===== config.mk =====
export PLATFORM = sky130hd
export DESIGN_NAME = s5_exit_guard
export DESIGN_NICKNAME = d
export VERILOG_FILES = /design/src/rtl/s5g_pkg.sv /design/src/rtl/s5g_sync.sv /design/src/rtl/s5g_interval.sv /design/src/rtl/s5g_retry_ctr.sv /design/src/rtl/s5_exit_guard.sv
export SDC_FILE = /design/constraint.sdc
export NUM_CORES = 1
export LEC_CHECK = 0
export CORE_UTILIZATION = 30
export DETAILED_ROUTE_END_ITERATION = 12
export GPL_ROUTABILITY_DRIVEN = 0
export PLACE_DENSITY_LB_ADDON = 0.3
export SYNTH_ARGS = -nofsm -noshare
export SYNTH_HDL_FRONTEND = slang
export SYNTH_SLANG_ARGS = --single-unit

===== constraint.sdc =====
create_clock -name clk -period 8.15 [get_ports clk]
set_input_delay 2.0375 -clock clk [delete_from_list [all_inputs] [get_ports clk]]
set_output_delay 2.0375 -clock clk [all_outputs]
set_load 0.02 [all_outputs]

===== src/rtl/s5g_pkg.sv =====
// Shared types for the soft-off exit watchdog.
// Assumes: the result code values are decoded by the surrounding sequencer.
package s5g_pkg;
    typedef enum logic [1:0] {
        NXT_NONE     = 2'b00,
        NXT_PROCEED  = 2'b01,
        NXT_RETRY    = 2'b10,
        NXT_STAY_OFF = 2'b11
    } nxt_code_t;

    typedef enum logic [2:0] {
        PH_IDLE,
        PH_WAIT,
        PH_FORCE,
        PH_RTC,
        PH_SETTLE
    } phase_t;
endpackage


===== src/rtl/s5g_sync.sv =====
// Multi-flop synchroniser for a single asynchronous level.
// Assumes: the input is a slow level, so no pulse is narrower than a cycle.
module s5g_sync #(
    parameter int STAGES = 2
) (
    input  logic clk,
    input  logic rst_n,
    input  logic d,
    output logic q
);
    logic [STAGES-1:0] chain_q;

    // Shift the input through the flop chain; reset to the asserted level.
    always_ff @(posedge clk) begin
        if (!rst_n) chain_q <= '0;
        else        chain_q <= {chain_q[STAGES-2:0], d};
    end

    assign q = chain_q[STAGES-1];
endmodule


===== src/rtl/s5g_interval.sv =====
// Up-counting interval timer shared by every timed phase.
// Assumes: limit >= 1, and limit stays stable while run is high within a phase.
module s5g_interval #(
    parameter int W = 8
) (
    input  logic         clk,
    input  logic         rst_n,
    input  logic         clr,
    input  logic         run,
    input  logic [W-1:0] limit,
    output logic         expire
);
    logic [W-1:0] cnt_q;

    assign expire = run && (cnt_q == limit - 1'b1);

    // Count while running; wrap to zero at expiry or when cleared.
    always_ff @(posedge clk) begin
        if (!rst_n || clr)  cnt_q <= '0;
        else if (expire)    cnt_q <= '0;
        else if (run)       cnt_q <= cnt_q + 1'b1;
    end
endmodule


===== src/rtl/s5g_retry_ctr.sv =====
// Persistent count of consecutive failed waits.
// Assumes: clear has priority over increment.
module s5g_retry_ctr #(
    parameter int MAX_TRIES = 5
) (
    input  logic clk,
    input  logic rst_n,
    input  logic inc,
    input  logic clr,
    output logic exhausted
);
    localparam int CW = $clog2(MAX_TRIES + 1);
    logic [CW-1:0] cnt_q;

    assign exhausted = (cnt_q == CW'(MAX_TRIES));

    // Bump on each timeout, saturating at the cap; clear on success or give-up.
    always_ff @(posedge clk) begin
        if (!rst_n || clr)          cnt_q <= '0;
        else if (inc && !exhausted) cnt_q <= cnt_q + 1'b1;
    end
endmodule


===== src/rtl/s5_exit_guard.sv =====
// Soft-off exit watchdog. It waits for the deep-sleep input to release; on
// timeout it pulses force-off, then a clock reset, and either requests a
// retry from full off or gives up after MAX_TRIES consecutive failures.
// Assumes: all *_MS parameters >= 1, and TICK_KHZ is the clock rate in kHz.
module s5_exit_guard
    import s5g_pkg::*;
#(
    parameter int TICK_KHZ    = 1000,
    parameter int TIMEOUT_MS  = 4000,
    parameter int PULSE_MS    = 1,
    parameter int SETTLE_MS   = 10,
    parameter int MAX_TRIES   = 5,
    parameter int SYNC_STAGES = 2
) (
    input  logic       clk,
    input  logic       rst_n,
    input  logic       s4_sleep_n,
    input  logic       wait_start,
    output logic       force_off,
    output logic       rtc_rst,
    output logic       done,
    output logic [1:0] next_code
);
    localparam int TIMEOUT_CYC = TICK_KHZ * TIMEOUT_MS;
    localparam int PULSE_CYC   = TICK_KHZ * PULSE_MS;
    localparam int SETTLE_CYC  = TICK_KHZ * SETTLE_MS;
    localparam int LONG_A      = (TIMEOUT_CYC > PULSE_CYC) ? TIMEOUT_CYC : PULSE_CYC;
    localparam int LONGEST     = (LONG_A > SETTLE_CYC) ? LONG_A : SETTLE_CYC;
    localparam int TW          = $clog2(LONGEST + 1);

    logic      s4_released;
    phase_t    phase_q;
    logic [TW-1:0] limit;
    logic      tmr_expire;
    logic      try_inc, try_clr, tries_out;
    logic      done_q;
    nxt_code_t code_q;

    s5g_sync #(.STAGES(SYNC_STAGES)) u_sync (
        .clk   (clk),
        .rst_n (rst_n),
        .d     (s4_sleep_n),
        .q     (s4_released)
    );

    // Select the length of the phase in progress.
    always_comb begin
        case (phase_q)
            PH_FORCE, PH_RTC: limit = TW'(PULSE_CYC);
            PH_SETTLE:        limit = TW'(SETTLE_CYC);
            default:          limit = TW'(TIMEOUT_CYC);
        endcase
    end

    s5g_interval #(.W(TW)) u_tmr (
        .clk    (clk),
        .rst_n  (rst_n),
        .clr    (phase_q == PH_IDLE),
        .run    (phase_q != PH_IDLE),
        .limit  (limit),
        .expire (tmr_expire)
    );

    // Count a failure at wait expiry; clear on success or at give-up.
    always_comb begin
        try_inc = (phase_q == PH_WAIT) && !s4_released && tmr_expire;
        try_clr = ((phase_q == PH_WAIT) && s4_released) ||
                  ((phase_q == PH_RTC) && tmr_expire && tries_out);
    end

    s5g_retry_ctr #(.MAX_TRIES(MAX_TRIES)) u_tries (
        .clk       (clk),
        .rst_n     (rst_n),
        .inc       (try_inc),
        .clr       (try_clr),
        .exhausted (tries_out)
    );

    // Phase sequencing, result code and done strobe.
    always_ff @(posedge clk) begin
        if (!rst_n) begin
            phase_q <= PH_IDLE;
            code_q  <= NXT_NONE;
            done_q  <= 1'b0;
        end else begin
            done_q <= 1'b0;
            case (phase_q)
                PH_IDLE: begin
                    if (wait_start) begin
                        phase_q <= PH_WAIT;
                        code_q  <= NXT_NONE;
                    end
                end
                PH_WAIT: begin
                    if (s4_released) begin
                        phase_q <= PH_IDLE;
                        code_q  <= NXT_PROCEED;
                        done_q  <= 1'b1;
                    end else if (tmr_expire) begin
                        phase_q <= PH_FORCE;
                    end
                end
                PH_FORCE: begin
                    if (tmr_expire) phase_q <= PH_RTC;
                end
                PH_RTC: begin
                    if (tmr_expire) begin
                        if (tries_out) begin
                            phase_q <= PH_IDLE;
                            code_q  <= NXT_STAY_OFF;
                            done_q  <= 1'b1;
                        end else begin
                            phase_q <= PH_SETTLE;
                        end
                    end
                end
                PH_SETTLE: begin
                    if (tmr_expire) begin
                        phase_q <= PH_IDLE;
                        code_q  <= NXT_RETRY;
                        done_q  <= 1'b1;
                    end
                end
                default: phase_q <= PH_IDLE;
            endcase
        end
    end

    assign force_off = (phase_q == PH_FORCE);
    assign rtc_rst   = (phase_q == PH_RTC);
    assign done      = done_q;
    assign next_code = code_q;
endmodule


==> impl_metrics.env <==
export IMPL_status="complete, no violations"
export IMPL_core_sq_um=5960
export IMPL_hp_class="reg -> reg"
export IMPL_finalHoldViolCount=0
export IMPL_multiInputGateArea_sq_um=1120
export IMPL_end_kind="output pin"
export IMPL_critPathArrivalTime_ps=2060
export IMPL_drc=0
export IMPL_drive_gt1_frac=0.0519
export IMPL_start_util=0.313
export IMPL_stdcell_area_sq_um=2080
export IMPL_worstSetupPathType="reg -> out"
export IMPL_antenna_cells=0
export IMPL_postCtsSetupBuffers=0
export IMPL_yosys_cell_types_count=50
export IMPL_final_cell_mix="35 x nor2_1, 33 x dfxtp_1, 17 x nand2_1"
export IMPL_crit_path_start_kind="register"
export IMPL_ys_warn_count=0
export IMPL_crit_buf_inv=2
export IMPL_timing_rr_end="u_tries.cnt_q[1]"
export IMPL_htreeDepth=2
export IMPL_worst_r2r_path_depth=7
export IMPL_crit_path_max_fanout=17
export IMPL_cts_sinks=33
export IMPL_synthFlopType="dfxtp_1"
export IMPL_postCtsHoldBufs=0
export IMPL_port_buffers=8
export IMPL_insertion_delay_ps=290
export IMPL_ys_seq_elements=33
export IMPL_synth_nets=234
export IMPL_drtIter0Drc=89
export IMPL_synth_cell_area_sq_um=1860
export IMPL_place_hpwl_mm=2.74
export IMPL_placed_cells=299
export IMPL_synthCells=226
export IMPL_cts_max_path_buffers=2
export IMPL_synth_top_family_by_area="simple AND/OR/NAND/NOR gates"
export IMPL_place_area_sq_um=1990
export IMPL_numCtsBuffers=5
export IMPL_crit_chain="nor2b_1 -> inv_1 -> nor2_1 -> clkdlybuf4s50_1"
export IMPL_vias_per_cell=5.04
export IMPL_regToRegSetupSlack_ps=4700
export IMPL_cpLargestDelayFamily="buffers and inverters"
export IMPL_yosysSeqAreaShare=0.355
export IMPL_layout_nets=239
export IMPL_fp_dieW_um=80.8
export IMPL_fillerInstances=638
export IMPL_drv_slew=0
export IMPL_setup_viol=0
export IMPL_min_to="u_sync.chain_q[1]"
export IMPL_synth_compound_area_frac=0.144
export IMPL_fin_crit_sh=0.503
export IMPL_clockRootBuffer="clkbuf_8"
export IMPL_async_flop_share=0
export IMPL_synthMuxAreaShare=0.0161
export IMPL_synth_edf_count=0
export IMPL_grt_overflow=0
export IMPL_rows=28
export IMPL_area_growth_pct=11.6
export IMPL_antenna_found_initial=0
export IMPL_synthAdderAreaFrac=0.0269
export IMPL_synthXorXnorAreaFrac=0.0988
export IMPL_tightest_slew_ps=738
export IMPL_powerDensity_nw_per_um2=149
export IMPL_grt_max_degree=23
export IMPL_cap_violations=0
export IMPL_globalRouteTotalUtil=0.135
export IMPL_fin_util=0.349
export IMPL_period_minus_slack_ps=4100
export IMPL_register_area_sq_um=661
export IMPL_regToRegStartpoint="phase_q[2]"
export IMPL_yosys_area_share_simple=0.315
export IMPL_routedWlPerCell_um=12.7
export IMPL_max_freq_mhz=244
export IMPL_synth_avg_cell_area_sq_um=8.24
export IMPL_vias=1542
export IMPL_drtPass1Iterations=4
export IMPL_post_cts_resized=0
export IMPL_crit_slowest_cell="dfxtp_1"
export IMPL_whs_ps=443
export IMPL_cts_clk_slew_worst_paths_ps=70
export IMPL_crit_path_max_incr_delay_ps=620
export IMPL_grt_first_pass_wirelength_mm=6.70
export IMPL_ant_nets=0
export IMPL_final_common_cell="nor2_1"
export IMPL_grt_pass1_vias=1418
export IMPL_ios=9
export IMPL_cp_data_required_time_ps=6110
export IMPL_die_area_sq_um=6520
export IMPL_rsz0062_at_grt="no"
export IMPL_fin_skew_ps=7.71
export IMPL_die_h_um=80.8
export IMPL_final_cells=306
export IMPL_maxSlewHeadroom=0.502
export IMPL_p_leak_nw=0.622
export IMPL_whs_path_depth=1
export IMPL_peakVddDrop_v=0.0000503
export IMPL_cts_tree="built"
export IMPL_drt_total_wl_mm=3.89
export IMPL_setup_tns_ps=0
export IMPL_hold_path_startpoint="u_sync.chain_q[0]"
[flip-flops by register name (all words and copies together), names as in the netlist]
register        flops
next_code           2
u_sync.chain_q      2
u_tries.cnt_q       3
done                1
phase_q             3
u_tmr.cnt_q        22
[kinds of logic after synthesis]
family                     after synthesis
adders and majority gates                4
buffers and inverters                   19
xor gates and xnor gates                21
and+or+nand+nor                        112
DFF                                     33
muxes                                    3
AOI/OAI and AO/OA                       34
[layout make-up]
class,count,area share
clock buffers,7,0.0415
inverters,8,0.0144
multi-input cells,174,0.539
flip-flops and latches,33,0.318
well taps,75,0.0452
repair buffers,9,0.0421
[synth_stat cells (all sizes together), types with 7 or more instances]
| cell | number | share of area |
|---|---|---|
| clkbuf | 8 | 0.016 |
| a21oi | 7 | 0.019 |
| nand3 | 13 | 0.038 |
| dfxtp | 33 | 0.35 |
| inv | 8 | 0.016 |
| nand2 | 17 | 0.034 |
| nor2 | 35 | 0.071 |
| nor3 | 7 | 0.019 |
| xnor2 | 16 | 0.075 |
[per-stage QoR]
stage	total power, mW	setup slack (ps)
final	0.309	4050
after global routing	0.322	3870
after CTS	0.314	4020
after detailed placement	0.187	4360
after global placement	0.187	4380
after floorplan	0.181	5000
[worst max-delay path by stage]
stage | from | endpoint | slack (ps) | depth (start not counted)
after detailed placement | phase_q[1] | force_off | 4360 | 4
after floorplan | phase_q[1] | force_off | 5000 | 4
after global placement | phase_q[1] | force_off | 4380 | 4
after global routing | phase_q[1] | force_off | 3870 | 4
after CTS | phase_q[1] | force_off | 4020 | 4
final | phase_q[1] | force_off | 4050 | 4
[metal layers]
layer  part of all wire  routed length, um  track usage
met5                  0                  0            0
met4             0.0085                 33       0.0554
met3              0.026                103       0.0371
met2               0.46               1800        0.208
met1               0.50               1960        0.176
[where the power goes]
group          switching (mW)  total, mW  internal, mW
Sequential            0.00268      0.166         0.163
Clock                  0.0591      0.126        0.0670
Combinational         0.00956     0.0170       0.00745
(Power assumes the default switching activity.)
